===== src/rtl/bpiso_pkg.sv =====
package bpiso_pkg;

   typedef enum logic [1:0] {
      OP_HOLD  = 2'd0,
      OP_SHIFT = 2'd1,
      OP_LOAD  = 2'd2,
      OP_CLEAR = 2'd3
   } chain_op_e;

endpackage


===== src/rtl/bpiso_store.sv =====
module bpiso_store #(
   parameter int WIDTH = 8
) (
   input  logic             clk,
   input  logic             srst,
   input  logic             cap_stb,
   input  logic [WIDTH-1:0] par_in,
   output logic [WIDTH-1:0] store_q
);

   always_ff @(posedge clk) begin
      if (srst)
         store_q <= '0;
      else if (cap_stb)
         store_q <= par_in;
   end

endmodule


===== src/rtl/bpiso_ctrl.sv =====
module bpiso_ctrl
   import bpiso_pkg::*;
#(
   parameter int WIDTH = 8
) (
   input  logic             clk,
   input  logic             srst,
   input  logic             cap_stb,
   input  logic             shf_stb,
   input  logic             load_n,
   input  logic             clear_n,
   input  logic [WIDTH-1:0] par_in,
   input  logic [WIDTH-1:0] store_q,
   output chain_op_e        op,
   output logic [WIDTH-1:0] load_word,
   output logic             conflict_err
);

   logic clr_req;
   logic ld_req;

   assign clr_req = ~clear_n;
   assign ld_req  = ~load_n;

   // priority: clear, load, shift, hold
   always_comb begin
      if (clr_req)
         op = OP_CLEAR;
      else if (ld_req)
         op = OP_LOAD;
      else if (shf_stb)
         op = OP_SHIFT;
      else
         op = OP_HOLD;
   end

   // a word captured in the same cycle bypasses the capture register
   assign load_word = cap_stb ? par_in : store_q;

   always_ff @(posedge clk) begin
      if (srst)
         conflict_err <= 1'b0;
      else if (clr_req && ld_req)
         conflict_err <= 1'b1;
   end

endmodule


===== src/rtl/bpiso_chain.sv =====
module bpiso_chain
   import bpiso_pkg::*;
#(
   parameter int WIDTH = 8
) (
   input  logic             clk,
   input  logic             srst,
   input  chain_op_e        op,
   input  logic [WIDTH-1:0] load_word,
   input  logic             ser_in,
   output logic [WIDTH-1:0] sh_q
);

   for (genvar i = 0; i < WIDTH; i++) begin : g_stage
      logic shift_src;
      logic stage_q;

      if (i == 0) begin : g_head
         assign shift_src = ser_in;
      end else begin : g_body
         assign shift_src = sh_q[i-1];
      end

      always_ff @(posedge clk) begin
         if (srst)
            stage_q <= 1'b0;
         else begin
            case (op)
               OP_CLEAR: stage_q <= 1'b0;
               OP_LOAD:  stage_q <= load_word[i];
               OP_SHIFT: stage_q <= shift_src;
               default:  stage_q <= stage_q;
            endcase
         end
      end

      assign sh_q[i] = stage_q;
   end

endmodule


===== src/rtl/buffered_piso.sv =====
module buffered_piso
   import bpiso_pkg::*;
#(
   parameter int WIDTH = 8
) (
   input  logic             clk,
   input  logic             srst,
   input  logic [WIDTH-1:0] par_in,
   input  logic             cap_stb,
   input  logic             shf_stb,
   input  logic             load_n,
   input  logic             clear_n,
   input  logic             ser_in,
   output logic             ser_out,
   output logic             conflict_err
);

   localparam int MSB = WIDTH - 1;

   if (WIDTH < 2) begin : g_bad_width
      $error("buffered_piso: WIDTH must be at least 2");
   end

   logic [WIDTH-1:0] store_q;
   logic [WIDTH-1:0] load_word;
   logic [WIDTH-1:0] sh_q;
   chain_op_e        op;

   bpiso_store #(.WIDTH(WIDTH)) store_i (
      .clk     (clk),
      .srst    (srst),
      .cap_stb (cap_stb),
      .par_in  (par_in),
      .store_q (store_q)
   );

   bpiso_ctrl #(.WIDTH(WIDTH)) ctrl_i (
      .clk          (clk),
      .srst         (srst),
      .cap_stb      (cap_stb),
      .shf_stb      (shf_stb),
      .load_n       (load_n),
      .clear_n      (clear_n),
      .par_in       (par_in),
      .store_q      (store_q),
      .op           (op),
      .load_word    (load_word),
      .conflict_err (conflict_err)
   );

   bpiso_chain #(.WIDTH(WIDTH)) chain_i (
      .clk       (clk),
      .srst      (srst),
      .op        (op),
      .load_word (load_word),
      .ser_in    (ser_in),
      .sh_q      (sh_q)
   );

   assign ser_out = sh_q[MSB];

endmodule


===== config.mk =====
export PLATFORM = sky130hd
export DESIGN_NAME = buffered_piso
export DESIGN_NICKNAME = d
export VERILOG_FILES = /design/src/rtl/bpiso_pkg.sv /design/src/rtl/bpiso_store.sv /design/src/rtl/bpiso_ctrl.sv /design/src/rtl/bpiso_chain.sv /design/src/rtl/buffered_piso.sv
export SDC_FILE = /design/constraint.sdc
export NUM_CORES = 1
export LEC_CHECK = 0
export ABC_AREA = 1
export BUFFER_PORTS_ARGS = -buffer_cell sky130_fd_sc_hd__buf_2
export CAP_MARGIN = 20
export CORE_MARGIN = 3
export CORE_UTILIZATION = 55
export CTS_BUF_LIST = sky130_fd_sc_hd__clkbuf_8 sky130_fd_sc_hd__clkbuf_16
export CTS_CLUSTER_SIZE = 16
export DETAILED_ROUTE_END_ITERATION = 7
export PLACE_DENSITY = 0.8
export SLEW_MARGIN = 20
export SYNTH_ARGS = -nofsm -noshare
export SYNTH_HDL_FRONTEND = slang
export SYNTH_HIERARCHICAL = 1
export SYNTH_SLANG_ARGS = --single-unit

===== constraint.sdc =====
create_clock -name clk -period 1.8 [get_ports clk]
set_clock_uncertainty 0.05 [all_clocks]
set_input_delay 0.27 -clock clk [delete_from_list [all_inputs] [get_ports clk]]
set_output_delay 0.27 -clock clk [all_outputs]
set_load 0.02 [all_outputs]

==> metrics.txt <==
DRC Markers=0; I/O pin count=17; synthesis-to-finish area growth=8.95%; first-pass GRT wire length=just over 3 mm; TritonCTS Buffers=3; Hold Vio Cnt, Final=0; Clock Path Buffers=2; CP Class=in2reg; worst vdd ir=435 uV; Final Setup Violations=0; fin. max-slew vios=0; final WL=1.88 mm; nature of the critical path endpoint=flop; syn avg cell area=6.48 um2; post-CTS sizing=0; Clock Tree Root=clkbuf_8; dpl hpwl=~1.4 mm; Max Cap Viol=0; Port Buffers=16; Core Box Area=0.00159 mm2; worst-path fanout max=9; Die X=about 48 um; Multi-input gate area=495 um2; first-pass iteration count of the detailed router=4; Slew HR=69.0%; CTS Hold Buffers Added=0; reg-to-reg endpoint=chain_i/g_stage[1].stage_q$_SDFFE_PP0P_; CP Cell Sequence=buf_2, nand2_1, nand2_1, inv_1, ha_1, nor2_8, nand2_1, a21oi_2; pin count of the biggest net entering global routing=33; Worst-Margin Slew=0.465 ns; CTS clock-pin slew for the worst setup and hold paths=0.07 ns; Hold Path Depth=4; # fillers=about 160; fin crit period=~1.2 ns; CTS tree=done; Setup Buffers After CTS=0; grt ovf=0; P_leak=between 0.5 and 0.6 nW; post-route ant nets=0; reg2reg setup slack=~0.83 ns; DR vias=approximately 860; Final Util=between 60% and 70%; initial antenna violation count=0; Die Area=around 0.0023 mm2; detailed-route wire length per cell=10.1 um; power per cell area=764 mW/mm2; YS warnings=6; status=completed; Max Fclk=between 0.8 and 0.9 GHz; fraction of layout cells with a size suffix above 1=around a fifth; RSZ-0062 raised after global routing=no; Syn Nets=about 170; Total Neg Setup Slack=0 ns; H-tree depth=1; Hold Startpoint=load_n; layout net count=182; register area=approximately 340 um2; R2R cell count=6; Startpoint Class=input pin; reg2reg start=store_i/store_q[1]$_SDFFE_PP0P_; gpl congestion=0.771; Clock Latency Late Sink=roughly 0.25 ns; vias in the first global route=approximately 740; Hold Path Sink=ctrl_i/conflict_err$_SDFFE_PP0P_; Total GRT Usage=between 10% and 20%; worst endpoint required time=1.94 ns; WP data arrival=~1.3 ns; Critical Path Most Common Cell=nand2_1; Hold WC Path Type=in2reg; Mapped Area=978 um2; Initial Util=61.4%; max incr delay on CP=about 0.35 ns; Initial DRC Count=18; Final Cycle Share=66.0%; Die H=48.2 um; Ant. Diodes=0; # rows=14; vias per cell=4.60; CP max stage cell=ha_1; Clock Sinks=17; Syn Inst Count=between 150 and 200
[critical path, delay by kind of cell]
kind	cells	cell delay, ns
simple gates	4	0.43
fa+ha+maj	1	0.35
buf+inv	2	0.16
compound gates	1	0.11
[worst max-delay path by stage]
stage                       start                                      end  slack [ns]  depth (start not counted)
final                      load_n  chain_i/g_stage[6].stage_q$_SDFFE_PP0P_        0.61                          8
after global routing       load_n  chain_i/g_stage[6].stage_q$_SDFFE_PP0P_        0.53                          8
after CTS                  load_n  chain_i/g_stage[3].stage_q$_SDFFE_PP0P_        0.62                          8
after detailed placement   load_n  chain_i/g_stage[3].stage_q$_SDFFE_PP0P_        0.37                          8
after global placement     load_n  chain_i/g_stage[0].stage_q$_SDFFE_PP0P_        0.42                          8
after floorplan           shf_stb  chain_i/g_stage[0].stage_q$_SDFFE_PP0P_        0.63                          8
[area by class of cell]
cell class	count	area share (%)
Sequential cell	17	31.9
Multi-Input combinational cell	106	46.5
Timing Repair Buffer	16	7.51
Inverter	20	7.04
Tap cell	24	2.82
Clock buffer	3	3.87
Clock inverter	1	0.352
[per-layer routing]
| layer | GRT usage (%) | wire (um) | vias to the layer above |
|---|---|---|---|
| met5 | 0 | 0 | - |
| met4 | 8.06 | 37 | 0 |
| met3 | 4.43 | 53 | 5 |
| met2 | 33.1 | 938 | 12 |
| met1 | 22.0 | 851 | 375 |
| li1 | - | - | 469 |
[layout by cell type (no fill, tap or decap), drive strengths merged]
cell type / n
inv: 21
clkbuf: 3
o21ai: 8
buf: 16
nor2: 20
nand2: 67
a21oi: 8
ha: 3
dfxtp: 17
[through the flow]
| step | setup slack, ns | cell area, um2 | cells | hold WS (ns) | power [mW] |
|---|---|---|---|---|---|
| final | 0.613 | 1070 | 187 | 0.265 | 0.815 |
| after global routing | 0.529 | 1070 | 187 | 0.279 | 0.851 |
| after CTS | 0.623 | 1070 | 187 | 0.264 | 0.823 |
| after detailed placement | 0.369 | 1020 | 183 | 0.409 | 0.538 |
| after global placement | 0.423 | 1020 | 183 | 0.408 | 0.530 |
| after floorplan | 0.633 | 978 | 151 | 0.292 | 0.508 |
[power breakdown]
part           leakage [nW]  switching [mW]  internal, mW
clock network        0.0269           0.133         0.152
registers             0.139         0.00909         0.394
logic                 0.383          0.0813        0.0464
[flip-flops by register name, indices dropped and copies added, names as in the netlist]
| signal | cells |
|---|---|
| chain_i/g_stage.stage_q | 8 |
| ctrl_i/conflict_err | 1 |
| store_i/store_q | 8 |
Note: power is estimated with default switching activity, not from simulation.
